--- config.mk ---
export PLATFORM = sky130hd
export DESIGN_NAME = dragon_snoop_ctrl
export DESIGN_NICKNAME = d
export VERILOG_FILES = /design/src/rtl/dragon_pkg.sv /design/src/rtl/dragon_line_store.sv /design/src/rtl/dragon_coherence_ctrl.sv /design/src/rtl/dragon_snoop_ctrl.sv
export SDC_FILE = /design/constraint.sdc
export NUM_CORES = 1
export LEC_CHECK = 0
export ABC_CLOCK_PERIOD_IN_PS = 3900
export BUFFER_PORTS_ARGS = -buffer_cell sky130_fd_sc_hd__buf_4
export CAP_MARGIN = 30
export CORE_ASPECT_RATIO = 1.4
export CORE_MARGIN = 10
export CORE_UTILIZATION = 52
export CTS_CLUSTER_DIAMETER = 30
export CTS_CLUSTER_SIZE = 10
export DETAILED_ROUTE_END_ITERATION = 12
export HOLD_SLACK_MARGIN = 0.06
export PLACE_DENSITY_LB_ADDON = 0.1
export SYNTH_ARGS = -nofsm -noshare
export SYNTH_HDL_FRONTEND = slang
export SYNTH_HIERARCHICAL = 1
export SYNTH_SLANG_ARGS = --single-unit
--- constraint.sdc ---
create_clock -name clk -period 3.9 [get_ports clk]
set_input_delay 0.39 -clock clk [delete_from_list [all_inputs] [get_ports clk]]
set_output_delay 0.39 -clock clk [all_outputs]
set_load 0.1 [all_outputs]
--- src/rtl/dragon_pkg.sv ---
package dragon_pkg;

  typedef enum logic [2:0] {
    ST_EMPTY = 3'd0,
    ST_UE    = 3'd1,
    ST_US    = 3'd2,
    ST_OE    = 3'd3,
    ST_OS    = 3'd4
  } line_state_e;

  localparam logic KIND_READ   = 1'b0;
  localparam logic KIND_UPDATE = 1'b1;

  typedef struct packed {
    logic snpWe;
    logic cpuWe;
    logic rspLoad;
  } strobe_t;

endpackage

--- src/rtl/dragon_line_store.sv ---
module dragon_line_store
  import dragon_pkg::*;
#(
  parameter int LINES  = 4,
  parameter int IDX_W  = 2,
  parameter int TAG_W  = 6,
  parameter int DATA_W = 16,
  parameter int CNT_W  = 2
) (
  input  logic              clk,
  input  logic              rstN,
  input  strobe_t           strobes,
  input  logic [IDX_W-1:0]  snpIdx,
  input  logic [IDX_W-1:0]  cpuIdx,
  input  line_state_e       snpStateW,
  input  logic [DATA_W-1:0] snpDataW,
  input  logic [CNT_W-1:0]  snpCntW,
  input  line_state_e       cpuStateW,
  input  logic [TAG_W-1:0]  cpuTagW,
  input  logic [DATA_W-1:0] cpuDataW,
  input  logic [CNT_W-1:0]  cpuCntW,
  input  logic [DATA_W-1:0] rspDataW,
  output line_state_e       snpStateR,
  output logic [TAG_W-1:0]  snpTagR,
  output logic [DATA_W-1:0] snpDataR,
  output logic [CNT_W-1:0]  snpCntR,
  output line_state_e       cpuStateR,
  output logic [TAG_W-1:0]  cpuTagR,
  output logic [DATA_W-1:0] cpuDataR,
  output logic [CNT_W-1:0]  cpuCntR,
  output logic              rspDone,
  output logic [DATA_W-1:0] rspData
);

  line_state_e       stateQ [LINES];
  logic [TAG_W-1:0]  tagQ   [LINES];
  logic [DATA_W-1:0] dataQ  [LINES];
  logic [CNT_W-1:0]  cntQ   [LINES];

  assign snpStateR = stateQ[snpIdx];
  assign snpTagR   = tagQ[snpIdx];
  assign snpDataR  = dataQ[snpIdx];
  assign snpCntR   = cntQ[snpIdx];
  assign cpuStateR = stateQ[cpuIdx];
  assign cpuTagR   = tagQ[cpuIdx];
  assign cpuDataR  = dataQ[cpuIdx];
  assign cpuCntR   = cntQ[cpuIdx];

  // CPU port carries the full post-snoop entry, so it wins on a shared slot
  always_ff @(posedge clk) begin
    if (!rstN) begin
      for (int i = 0; i < LINES; i++) begin
        stateQ[i] <= ST_EMPTY;
        tagQ[i]   <= '0;
        dataQ[i]  <= '0;
        cntQ[i]   <= '0;
      end
    end else begin
      for (int i = 0; i < LINES; i++) begin
        if (strobes.cpuWe && cpuIdx == IDX_W'(i)) begin
          stateQ[i] <= cpuStateW;
          tagQ[i]   <= cpuTagW;
          dataQ[i]  <= cpuDataW;
          cntQ[i]   <= cpuCntW;
        end else if (strobes.snpWe && snpIdx == IDX_W'(i)) begin
          stateQ[i] <= snpStateW;
          dataQ[i]  <= snpDataW;
          cntQ[i]   <= snpCntW;
        end
      end
    end
  end

  always_ff @(posedge clk) begin
    if (!rstN) begin
      rspDone <= 1'b0;
      rspData <= '0;
    end else begin
      rspDone <= strobes.rspLoad;
      if (strobes.rspLoad) rspData <= rspDataW;
    end
  end

endmodule

--- src/rtl/dragon_coherence_ctrl.sv ---
module dragon_coherence_ctrl
  import dragon_pkg::*;
#(
  parameter int ADDR_W       = 8,
  parameter int DATA_W       = 16,
  parameter int IDX_W        = 2,
  parameter int TAG_W        = 6,
  parameter int CNT_W        = 2,
  parameter bit COMPETITIVE  = 1'b1,
  parameter int UPDATE_LIMIT = 3
) (
  input  logic              cpuReq,
  input  logic              cpuWrite,
  input  logic [ADDR_W-1:0] cpuAddr,
  input  logic [DATA_W-1:0] cpuWdata,
  input  logic              busShared,
  input  logic [DATA_W-1:0] busFillData,
  input  logic              snpValid,
  input  logic              snpKind,
  input  logic [ADDR_W-1:0] snpAddr,
  input  logic [DATA_W-1:0] snpData,
  input  line_state_e       snpStateR,
  input  logic [TAG_W-1:0]  snpTagR,
  input  logic [DATA_W-1:0] snpDataR,
  input  logic [CNT_W-1:0]  snpCntR,
  input  line_state_e       cpuStateR,
  input  logic [TAG_W-1:0]  cpuTagR,
  input  logic [DATA_W-1:0] cpuDataR,
  input  logic [CNT_W-1:0]  cpuCntR,
  output strobe_t           strobes,
  output logic [IDX_W-1:0]  snpIdx,
  output logic [IDX_W-1:0]  cpuIdx,
  output line_state_e       snpStateW,
  output logic [DATA_W-1:0] snpDataW,
  output logic [CNT_W-1:0]  snpCntW,
  output line_state_e       cpuStateW,
  output logic [TAG_W-1:0]  cpuTagW,
  output logic [DATA_W-1:0] cpuDataW,
  output logic [CNT_W-1:0]  cpuCntW,
  output logic [DATA_W-1:0] rspDataW,
  output logic              busValid,
  output logic              busKind,
  output logic [ADDR_W-1:0] busAddr,
  output logic [DATA_W-1:0] busData,
  output logic              wbValid,
  output logic [ADDR_W-1:0] wbAddr,
  output logic [DATA_W-1:0] wbData,
  output logic              snpShared,
  output logic              snpSupply,
  output logic [DATA_W-1:0] snpSupplyData
);

  logic [TAG_W-1:0] snpTag, cpuTag;
  logic             snpHit, limitHit, sameLine, cpuHit, ownedVictim;
  logic [CNT_W-1:0] cntBump;
  line_state_e      baseState;
  logic [DATA_W-1:0] baseData;
  logic [CNT_W-1:0] baseCnt;

  assign snpIdx = snpAddr[IDX_W-1:0];
  assign snpTag = snpAddr[ADDR_W-1:IDX_W];
  assign cpuIdx = cpuAddr[IDX_W-1:0];
  assign cpuTag = cpuAddr[ADDR_W-1:IDX_W];

  assign snpHit = snpValid && (snpStateR != ST_EMPTY) && (snpTagR == snpTag);

  generate
    if (COMPETITIVE) begin : gCompete
      assign limitHit = (snpCntR == CNT_W'(UPDATE_LIMIT));
      assign cntBump  = snpCntR + 1'b1;
    end else begin : gPlain
      assign limitHit = 1'b0;
      assign cntBump  = '0;
    end
  endgenerate

  // Snoop side
  always_comb begin
    snpStateW     = snpStateR;
    snpDataW      = snpDataR;
    snpCntW       = snpCntR;
    snpShared     = 1'b0;
    snpSupply     = 1'b0;
    snpSupplyData = '0;
    if (snpHit) begin
      if (snpKind == KIND_READ) begin
        snpShared = 1'b1;
        if (snpStateR == ST_OE || snpStateR == ST_OS) begin
          snpSupply     = 1'b1;
          snpSupplyData = snpDataR;
        end
        if (snpStateR == ST_UE) snpStateW = ST_US;
        if (snpStateR == ST_OE) snpStateW = ST_OS;
      end else if (limitHit) begin
        snpStateW = ST_EMPTY;
      end else begin
        snpShared = 1'b1;
        snpStateW = ST_US;
        snpDataW  = snpData;
        snpCntW   = cntBump;
      end
    end
  end

  // CPU side works on the post-snoop view of its slot
  assign sameLine    = snpHit && (snpIdx == cpuIdx);
  assign baseState   = sameLine ? snpStateW : cpuStateR;
  assign baseData    = sameLine ? snpDataW  : cpuDataR;
  assign baseCnt     = sameLine ? snpCntW   : cpuCntR;
  assign cpuHit      = (baseState != ST_EMPTY) && (cpuTagR == cpuTag);
  assign ownedVictim = !cpuHit && (baseState == ST_OE || baseState == ST_OS);

  always_comb begin
    cpuStateW = baseState;
    cpuTagW   = cpuTagR;
    cpuDataW  = baseData;
    cpuCntW   = baseCnt;
    rspDataW  = baseData;
    busValid  = 1'b0;
    busKind   = KIND_READ;
    busAddr   = cpuAddr;
    busData   = cpuWdata;
    wbValid   = 1'b0;
    wbAddr    = {cpuTagR, cpuIdx};
    wbData    = baseData;
    if (cpuReq) begin
      cpuCntW = '0;
      wbValid = ownedVictim;
      if (!cpuWrite) begin
        if (!cpuHit) begin
          busValid  = 1'b1;
          cpuStateW = busShared ? ST_US : ST_UE;
          cpuTagW   = cpuTag;
          cpuDataW  = busFillData;
          rspDataW  = busFillData;
        end
      end else if (cpuHit && (baseState == ST_UE || baseState == ST_OE)) begin
        cpuStateW = ST_OE;
        cpuDataW  = cpuWdata;
      end else begin
        busValid  = 1'b1;
        busKind   = KIND_UPDATE;
        cpuStateW = busShared ? ST_OS : ST_OE;
        cpuTagW   = cpuTag;
        cpuDataW  = cpuWdata;
      end
    end
  end

  assign strobes = '{snpWe: snpHit, cpuWe: cpuReq, rspLoad: cpuReq};

endmodule

--- src/rtl/dragon_snoop_ctrl.sv ---
module dragon_snoop_ctrl
  import dragon_pkg::*;
#(
  parameter int LINES        = 4,
  parameter int ADDR_W       = 8,
  parameter int DATA_W       = 16,
  parameter bit COMPETITIVE  = 1'b1,
  parameter int UPDATE_LIMIT = 3
) (
  input  logic              clk,
  input  logic              rstN,
  input  logic              cpuReq,
  input  logic              cpuWrite,
  input  logic [ADDR_W-1:0] cpuAddr,
  input  logic [DATA_W-1:0] cpuWdata,
  output logic              cpuDone,
  output logic [DATA_W-1:0] cpuRdata,
  output logic              busValid,
  output logic              busKind,
  output logic [ADDR_W-1:0] busAddr,
  output logic [DATA_W-1:0] busData,
  input  logic              busShared,
  input  logic [DATA_W-1:0] busFillData,
  output logic              wbValid,
  output logic [ADDR_W-1:0] wbAddr,
  output logic [DATA_W-1:0] wbData,
  input  logic              snpValid,
  input  logic              snpKind,
  input  logic [ADDR_W-1:0] snpAddr,
  input  logic [DATA_W-1:0] snpData,
  output logic              snpShared,
  output logic              snpSupply,
  output logic [DATA_W-1:0] snpSupplyData
);

  localparam int IDX_W = $clog2(LINES);
  localparam int TAG_W = ADDR_W - IDX_W;
  localparam int CNT_W = $clog2(UPDATE_LIMIT + 1);

  strobe_t           strobes;
  logic [IDX_W-1:0]  snpIdx, cpuIdx;
  line_state_e       snpStateW, cpuStateW, snpStateR, cpuStateR;
  logic [DATA_W-1:0] snpDataW, cpuDataW, snpDataR, cpuDataR, rspDataW;
  logic [CNT_W-1:0]  snpCntW, cpuCntW, snpCntR, cpuCntR;
  logic [TAG_W-1:0]  cpuTagW, snpTagR, cpuTagR;

  dragon_coherence_ctrl #(
    .ADDR_W(ADDR_W), .DATA_W(DATA_W), .IDX_W(IDX_W), .TAG_W(TAG_W),
    .CNT_W(CNT_W), .COMPETITIVE(COMPETITIVE), .UPDATE_LIMIT(UPDATE_LIMIT)
  ) uCtrl (
    .cpuReq(cpuReq), .cpuWrite(cpuWrite), .cpuAddr(cpuAddr), .cpuWdata(cpuWdata),
    .busShared(busShared), .busFillData(busFillData),
    .snpValid(snpValid), .snpKind(snpKind), .snpAddr(snpAddr), .snpData(snpData),
    .snpStateR(snpStateR), .snpTagR(snpTagR), .snpDataR(snpDataR), .snpCntR(snpCntR),
    .cpuStateR(cpuStateR), .cpuTagR(cpuTagR), .cpuDataR(cpuDataR), .cpuCntR(cpuCntR),
    .strobes(strobes), .snpIdx(snpIdx), .cpuIdx(cpuIdx),
    .snpStateW(snpStateW), .snpDataW(snpDataW), .snpCntW(snpCntW),
    .cpuStateW(cpuStateW), .cpuTagW(cpuTagW), .cpuDataW(cpuDataW), .cpuCntW(cpuCntW),
    .rspDataW(rspDataW),
    .busValid(busValid), .busKind(busKind), .busAddr(busAddr), .busData(busData),
    .wbValid(wbValid), .wbAddr(wbAddr), .wbData(wbData),
    .snpShared(snpShared), .snpSupply(snpSupply), .snpSupplyData(snpSupplyData)
  );

  dragon_line_store #(
    .LINES(LINES), .IDX_W(IDX_W), .TAG_W(TAG_W), .DATA_W(DATA_W), .CNT_W(CNT_W)
  ) uStore (
    .clk(clk), .rstN(rstN), .strobes(strobes), .snpIdx(snpIdx), .cpuIdx(cpuIdx),
    .snpStateW(snpStateW), .snpDataW(snpDataW), .snpCntW(snpCntW),
    .cpuStateW(cpuStateW), .cpuTagW(cpuTagW), .cpuDataW(cpuDataW), .cpuCntW(cpuCntW),
    .rspDataW(rspDataW),
    .snpStateR(snpStateR), .snpTagR(snpTagR), .snpDataR(snpDataR), .snpCntR(snpCntR),
    .cpuStateR(cpuStateR), .cpuTagR(cpuTagR), .cpuDataR(cpuDataR), .cpuCntR(cpuCntR),
    .rspDone(cpuDone), .rspData(cpuRdata)
  );

endmodule

==> results of run 1 <==
[metal layers]
metal | track usage [%] | part of all wire [%]
met5 | 0 | 0.063
met4 | 11.1 | 3.0
met3 | 5.97 | 9.7
met2 | 42.3 | 51
met1 | 28.8 | 36
[state kept, by name (all words and copies together) (netlist names)]
register,count
uStore/dataQ,64
uStore/rspData,16
uStore/cntQ,8
uStore/rspDone,1
uStore/tagQ,24
uStore/stateQ,12
[synthesized netlist by cell type (4+ instances only)]
cell type,instances
nor3_1,5
xor2_1,4
a22o_1,22
a32oi_1,16
xnor2_1,11
and2_1,41
buf_6,5
a21bo_2,16
edfxtp_1,108
nor2b_1,17
mux4_2,54
buf_4,43
a221o_1,16
a32o_1,63
o21ai_0,17
nand2_1,26
mux2i_1,34
a21oi_1,5
clkbuf_1,26
buf_2,26
inv_1,5
mux2_2,40
nor2_1,11
a31o_2,5
nand2b_1,5
dfxtp_1,17
[cells in the final DEF (no fill, tap or decap), types with 3 or more instances in the layout]
cell type | Yosys | routed
buf_4 | 43 | 210
edfxtp_1 | 108 | 108
a32o_1 | 63 | 63
mux4_2 | 54 | 54
mux2_2 | 40 | 40
mux2i_1 | 34 | 34
and2_1 | 41 | 32
nand2_1 | 26 | 26
a22o_1 | 22 | 22
clkbuf_16 | 0 | 19
nor2b_1 | 17 | 17
dfxtp_1 | 17 | 17
a32oi_1 | 16 | 16
a21bo_2 | 16 | 16
a221o_1 | 16 | 16
o21ai_1 | 1 | 15
nor2_1 | 11 | 10
and2_2 | 0 | 9
xnor2_1 | 11 | 8
clkinv_2 | 0 | 5
clkbuf_1 | 26 | 5
buf_12 | 0 | 5
inv_1 | 5 | 5
nor3_1 | 5 | 5
nand2b_1 | 5 | 5
a31o_2 | 5 | 5
a21oi_1 | 5 | 4
xor2_1 | 4 | 4
and3_1 | 3 | 3
xnor2_2 | 0 | 3
nand3_1 | 3 | 3
[power groups by stage]
stage | clock [mW] | combinational [mW] | sequential, mW
global placement | 0 | 1.18 | 1.59
CTS | 1.50 | 1.20 | 1.57
detailed placement | 0 | 1.20 | 1.60
floorplan | 0 | 0.806 | 1.67
global route | 1.57 | 1.27 | 1.58
finish | 1.49 | 1.21 | 1.57
[cells by family (layout without fill, tap and decap cells)]
family | count (synthesis) | count (layout) | synth area share, %
xor gates and xnor gates | 15 | 15 | 1.50
and+or+nand+nor | 134 | 134 | 9.37
buffers and inverters | 106 | 254 | 7.17
AOI/OAI and AO/OA | 178 | 178 | 18.2
muxes | 128 | 128 | 22.9
DFF | 125 | 125 | 40.8
[stage by stage]
stage | worst slack [ns] | util (%) | std cells | hold WS, ns
global route | 0.0487 | 64.5 | 1037 | 0.386
global placement | 0.0819 | 61.0 | 1005 | 0.499
CTS | 0.0320 | 64.4 | 1037 | 0.373
detailed placement | 0.0526 | 61.0 | 1005 | 0.511
floorplan | -0.531 | - | 686 | 0.686
finish | 0.136 | 64.5 | 1037 | 0.379
[final cells by class]
type / count / area (um^2)
Multi-Input combinational cell: 455 / 4650
Timing Repair Buffer: 216 / 1690
Tap cell: 203 / 254
Clock buffer: 26 / 522
Inverter: 6 / 22.5
Sequential cell: 125 / 3580
Fill cell: 1303 / 5920
Clock inverter: 6 / 31.3
[worst max-delay path, cell delays in order (launching register included)]
cell	delay, ns
edfxtp_1	0.40
mux4_2	0.50
xnor2_1	0.27
nand4_1	0.16
or3_2	0.59
or4_1	0.51
nand3_1	0.11
o2111a_2	0.21
buf_6	0.22
[worst max path at each step]
stage	startpoint	end	slack (ns)	depth (start not counted)
3_5_place_dp	snpAddr[0]	uStore/dataQ[0][8]	0.05	9
3_3_place_gp	snpAddr[0]	uStore/dataQ[1][14]	0.08	9
6_report	uStore/tagQ[3][0]	wbValid	0.14	8
5_1_grt	uStore/tagQ[3][0]	wbValid	0.05	8
4_1_cts	uStore/tagQ[3][1]	wbValid	0.03	8
2_1_floorplan	snpAddr[0]	uStore/dataQ[0][0]	-0.53	11
==> impl_metrics.env, run 1 <==
export IMPL_synth_area_leaders="edfxtp_1, mux4_2, a32o_1"
export IMPL_grt_max_degree=45
export IMPL_core_area_mm2=0.0167
export IMPL_power_density_mw_per_mm2=397
export IMPL_vias=7098
export IMPL_cts_resized=1
export IMPL_hp_start="busFillData[4]"
export IMPL_dieArea_mm2=0.0225
export IMPL_hold_viol_final=0
export IMPL_rrSetupSlack_ns=0.29
export IMPL_cp_max_fo=6
export IMPL_r2r_start="uStore/tagQ[3][0]"
export IMPL_numCtsBuffers=17
export IMPL_clk_pin_slew_ns=0.05
export IMPL_worst_clock_skew_ns=0.0138
export IMPL_avgSynthCellArea_um2=12.8
export IMPL_worstPathRequired_ns=3.51
export IMPL_min_to="uStore/rspData[4]"
export IMPL_clk_latency_ns=0.42
export IMPL_cp_end_kind="primary output"
export IMPL_start_util_pct=52.6
export IMPL_leakagePower_nw=4.23
export IMPL_fin_area_mm2=0.0108
export IMPL_synth_warning_count=6
export IMPL_num_rows=56
export IMPL_setup_viol=0
export IMPL_netlist_instances=686
export IMPL_port_buffers=156
export IMPL_slew_viol_final=0
export IMPL_reg2reg_depth=8
export IMPL_avgRoutedWirePerCell_um=27.4
export IMPL_cts_hold_buf=0
export IMPL_grt_antenna_before_repair=1
export IMPL_synth_nets=757
export IMPL_antenna_cells=0
export IMPL_period_needed_ns=3.76
export IMPL_min_path_cells=4
export IMPL_clkPwrFrac_pct=34.8
export IMPL_drt_iter0_drc=746
export IMPL_setup_tns_ns=0
export IMPL_avgViaCountPerCell=6.84
export IMPL_final_nets=892
export IMPL_max_clock_freq_mhz=266
export IMPL_p_int_mw=2.86
export IMPL_clock_path_buffers=2
export IMPL_ys_seq_elements=125
export IMPL_rsz0062_at_grt="no"
export IMPL_drive_above_1_share_pct=47.0
export IMPL_drt_drc_violations_left=0
export IMPL_synth_ff_type="edfxtp_1"
export IMPL_post_synth_top_area_cell="edfxtp_1"
export IMPL_synth_edff_count=108
export IMPL_routed_wl_mm=28.4
export IMPL_tritoncts="yes"
export IMPL_first_pass_iters=5
export IMPL_cp_data_arrival_time_ns=3.37
export IMPL_p_total_mw=4.27
export IMPL_cts_sinks=125
export IMPL_hpwl_mm=19.1
export IMPL_status="completed"
export IMPL_max_slew_worst_pin_slew_ns=0.932
export IMPL_detail_route_antenna_nets=0
export IMPL_track_usage_pct=24.9
export IMPL_cts_root_buf="clkbuf_16"
export IMPL_grt_pass1_wl_mm=43.1
export IMPL_place_congestion=0.828
export IMPL_die_y_um=174
export IMPL_pwr_share_comb_pct=28.4
export IMPL_area_delta_synth_final_pct=22.6
export IMPL_fin_crit_sh_pct=96.5
export IMPL_yosys_area_top_type_share_pct=37.0
export IMPL_reg2reg_to="uStore/dataQ[0][11]"
export IMPL_slew_headroom_pct=37.9
export IMPL_vdd_drop_max_uv=293
export IMPL_overflow=0
export IMPL_worstSetupPathType="flip-flop to primary output"
export IMPL_seqPwrFrac_pct=36.8
export IMPL_hold_class="input pin to flip-flop"
export IMPL_cp_start_kind="flip-flop"
export IMPL_power_switching_mw=1.41
export IMPL_place_area_mm2=0.0102
export IMPL_grt_pass1_vias=7446
export IMPL_maxCapViolCount=0
export IMPL_die_x_um=130
export IMPL_async_reset_ff_share_pct=0
export IMPL_htreeDepth=4
export IMPL_pin_count=157
export IMPL_p_sw_share_pct=33.0
export IMPL_synth_cell_type_count=62
export IMPL_post_cts_buffers=0
export IMPL_syn_cell_area_mm2=0.00877
export IMPL_synth_seq_area_share_pct=40.8
(Power assumes the default switching activity.)
==> run 2, diff against run 1 <==
--- a/config.mk
+++ b/config.mk
@@ -5,7 +5,8 @@
 export SDC_FILE = /design/constraint.sdc
 export NUM_CORES = 1
 export LEC_CHECK = 0
-export ABC_CLOCK_PERIOD_IN_PS = 3900
+export ABC_AREA = 1
+export ABC_CLOCK_PERIOD_IN_PS = 3200
 export BUFFER_PORTS_ARGS = -buffer_cell sky130_fd_sc_hd__buf_4
 export CAP_MARGIN = 30
 export CORE_ASPECT_RATIO = 1.4
==> constraint.sdc (replaced) <==
create_clock -name clk -period 3.2 [get_ports clk]
set_input_delay 0.32 -clock clk [delete_from_list [all_inputs] [get_ports clk]]
set_output_delay 0.32 -clock clk [all_outputs]
set_load 0.1 [all_outputs]
==> impl_metrics.env, run 2 <==
export IMPL_status="completed"
export IMPL_drt_drc_violations_left=0
export IMPL_tritoncts="yes"
export IMPL_mostFrequentLayoutCells="nand2_1, buf_4, inv_1"
export IMPL_synth_area_leaders="edfxtp_1, nand2_1, nand4_1"
export IMPL_synth_cell_type_count=35
export IMPL_reg2reg_to="uStore/dataQ[1][11]"
export IMPL_htreeDepth=4
export IMPL_leakagePower_nw=5.50
export IMPL_antenna_cells=0
export IMPL_routed_wl_mm=36.3
export IMPL_netlist_instances=1339
export IMPL_core_area_mm2=0.0174
export IMPL_top_regs="uStore/dataQ: 64 flops, uStore/tagQ: 24 flops, uStore/rspData: 16 flops"
export IMPL_first_pass_iters=6
export IMPL_clk_pin_slew_ns=0.06
export IMPL_final_util_pct=65.5
export IMPL_cts_sinks=125
export IMPL_n_fill_cell=1618
export IMPL_period_needed_ns=3.12
export IMPL_synthMuxAreaShare_pct=0
export IMPL_overflow=0
export IMPL_crit_start="snpAddr[1]"
export IMPL_grt_pass1_vias=9958
export IMPL_start_util_pct=52.8
export IMPL_place_congestion=0.956
export IMPL_ys_seq_elements=125
export IMPL_detail_route_antenna_nets=0
export IMPL_pin_count=157
export IMPL_synth_nets=1410
export IMPL_yosys_area_top_type_share_pct=35.3
export IMPL_p_total_mw=5.34
export IMPL_vdd_drop_max_uv=361
export IMPL_r2r_start="uStore/tagQ[3][5]"
export IMPL_hold_viol_final=0
export IMPL_async_reset_ff_share_pct=0
export IMPL_slew_headroom_pct=40.3
export IMPL_hp_start="busFillData[8]"
export IMPL_synth_seq_area_share_pct=39.0
export IMPL_area_delta_synth_final_pct=23.9
export IMPL_hpwl_mm=24.5
export IMPL_synth_top_family_by_area="simple AND/OR/NAND/NOR gates"
export IMPL_avgViaCountPerCell=5.86
export IMPL_max_clock_freq_mhz=320
export IMPL_vias=10100
export IMPL_grt_antenna_before_repair=0
export IMPL_die_y_um=177
export IMPL_clock_path_buffers=2
export IMPL_cp_start_kind="input pin"
export IMPL_synthXorXnorAreaFrac_pct=0.476
export IMPL_reg2reg_depth=20
export IMPL_cp_max_fo=10
export IMPL_final_nets=1549
export IMPL_largest_register_ffs=64
export IMPL_die_x_um=132
export IMPL_cp_data_arrival_time_ns=2.80
export IMPL_post_synth_top_area_cell="edfxtp_1"
export IMPL_synthSimpleGateAreaFrac_pct=43.0
export IMPL_synth_ff_type="edfxtp_1"
export IMPL_synth_edff_count=108
export IMPL_fin_crit_sh_pct=97.7
export IMPL_worstPathRequired_ns=2.88
export IMPL_drive_above_1_share_pct=22.8
export IMPL_setup_viol=0
export IMPL_avgRoutedWirePerCell_um=21.0
export IMPL_drt_iter0_drc=1129
export IMPL_port_buffers=156
export IMPL_grt_pass1_wl_mm=54.7
export IMPL_syn_cell_area_mm2=0.00919
export IMPL_synthAdderAreaFrac_pct=0
export IMPL_synthTopCellsByCount="nand2_1, inv_1, nand4_1"
export IMPL_slew_viol_final=0
export IMPL_synth_compound_area_share_pct=4.82
export IMPL_synth_warning_count=6
export IMPL_avgSynthCellArea_um2=6.87
export IMPL_dieArea_mm2=0.0235
export IMPL_track_usage_pct=30.1
export IMPL_maxCapViolCount=0
export IMPL_cp_end_kind="primary output"
export IMPL_hold_class="input pin to flip-flop"
export IMPL_clk_latency_ns=0.43
export IMPL_rrSetupSlack_ns=0.29
export IMPL_power_density_mw_per_mm2=469
export IMPL_max_slew_worst_pin_slew_ns=0.895
export IMPL_synth_most_common_cell="nand2_1"
export IMPL_numCtsBuffers=17
export IMPL_worst_clock_skew_ns=0.00775
export IMPL_final_common_cell="nand2_1"
export IMPL_cts_root_buf="clkbuf_16"
export IMPL_cp_endpoint="wbData[8]"
export IMPL_grt_max_degree=81
export IMPL_num_rows=57
export IMPL_worstSetupPathType="input pin to primary output"
export IMPL_max_flop_register="uStore/dataQ"
## run 2: logic make-up after synthesis
logic type | Yosys count
compound gates | 83
xor+xnor | 5
buf+inv | 239
flops | 125
simple gates | 887
## run 2: worst min path at each step
stage / endpoint / slack (ns) / cells past startpoint
floorplan: uStore/rspData[3] / 0.61 / 3
global placement: uStore/rspData[10] / 0.48 / 2
detailed placement: uStore/rspData[6] / 0.49 / 2
CTS: uStore/dataQ[3][8] / 0.38 / 5
global route: uStore/tagQ[0][0] / 0.43 / 5
finish: uStore/rspData[8] / 0.39 / 7
## run 2: power breakdown
group	leakage (nW)	switching, mW	internal [mW]
registers	1.28	0.0505	1.87
clock network	0.279	0.770	1.15
logic	3.94	1.11	0.389
total	5.50	1.93	3.41
## run 2: repair_timing
action	4_1_cts	5_1_grt
gates resized for setup	4	43
endpoints found under the setup margin	2	19
gates cloned	0	0
pin swaps	0	7
hold buffers	0	0
buffers inserted	3	6
## run 2: layer usage
metal  vias up  share of wire, %  global-route usage [%]
met5         -                 0                       0
met4         0               6.3                    21.3
met3       192                11                    7.10
met2       757                50                    53.0
met1      4545                33                    31.1
li1       4618                 -                       -
## run 2: cell type report
cell class                 instances  area (um^2)  area share (%)
clock buffer                      17          425            3.73
clock inverter                    15          161            1.42
inverter                         126          480            4.22
multi-input combinational        975         4510            39.6
sequential                       125         3580            31.5
tap                              236          295            2.59
timing repair buffer             233         1930            17.0
## run 2: per-stage QoR
stage          hold slack (ns)  TNS [ns]  cells  setup WS [ns]  area, um^2
2_1_floorplan            0.614     -5.11   1339         -0.402        9210
3_3_place_gp             0.482    -0.478   1686         -0.118       10600
3_5_place_dp             0.488    -0.247   1686         -0.104       10600
4_1_cts                  0.379         0   1721        0.00813       11200
5_1_grt                  0.434   -0.0500   1727        -0.0220       11400
6_report                 0.388         0   1727         0.0752       11400
## run 2: critical path, stage by stage
cell,delay (ns)
buf_4,0.13
nand2_1,0.14
clkinvlp_4,0.23
buf_12,0.20
buf_4,0.16
nand2_1,0.06
nand4_1,0.15
nand2_1,0.19
inv_1,0.11
nor3_4,0.27
buf_6,0.20
nand2_1,0.08
nand3_1,0.07
nand2_1,0.14
inv_1,0.11
buf_6,0.22
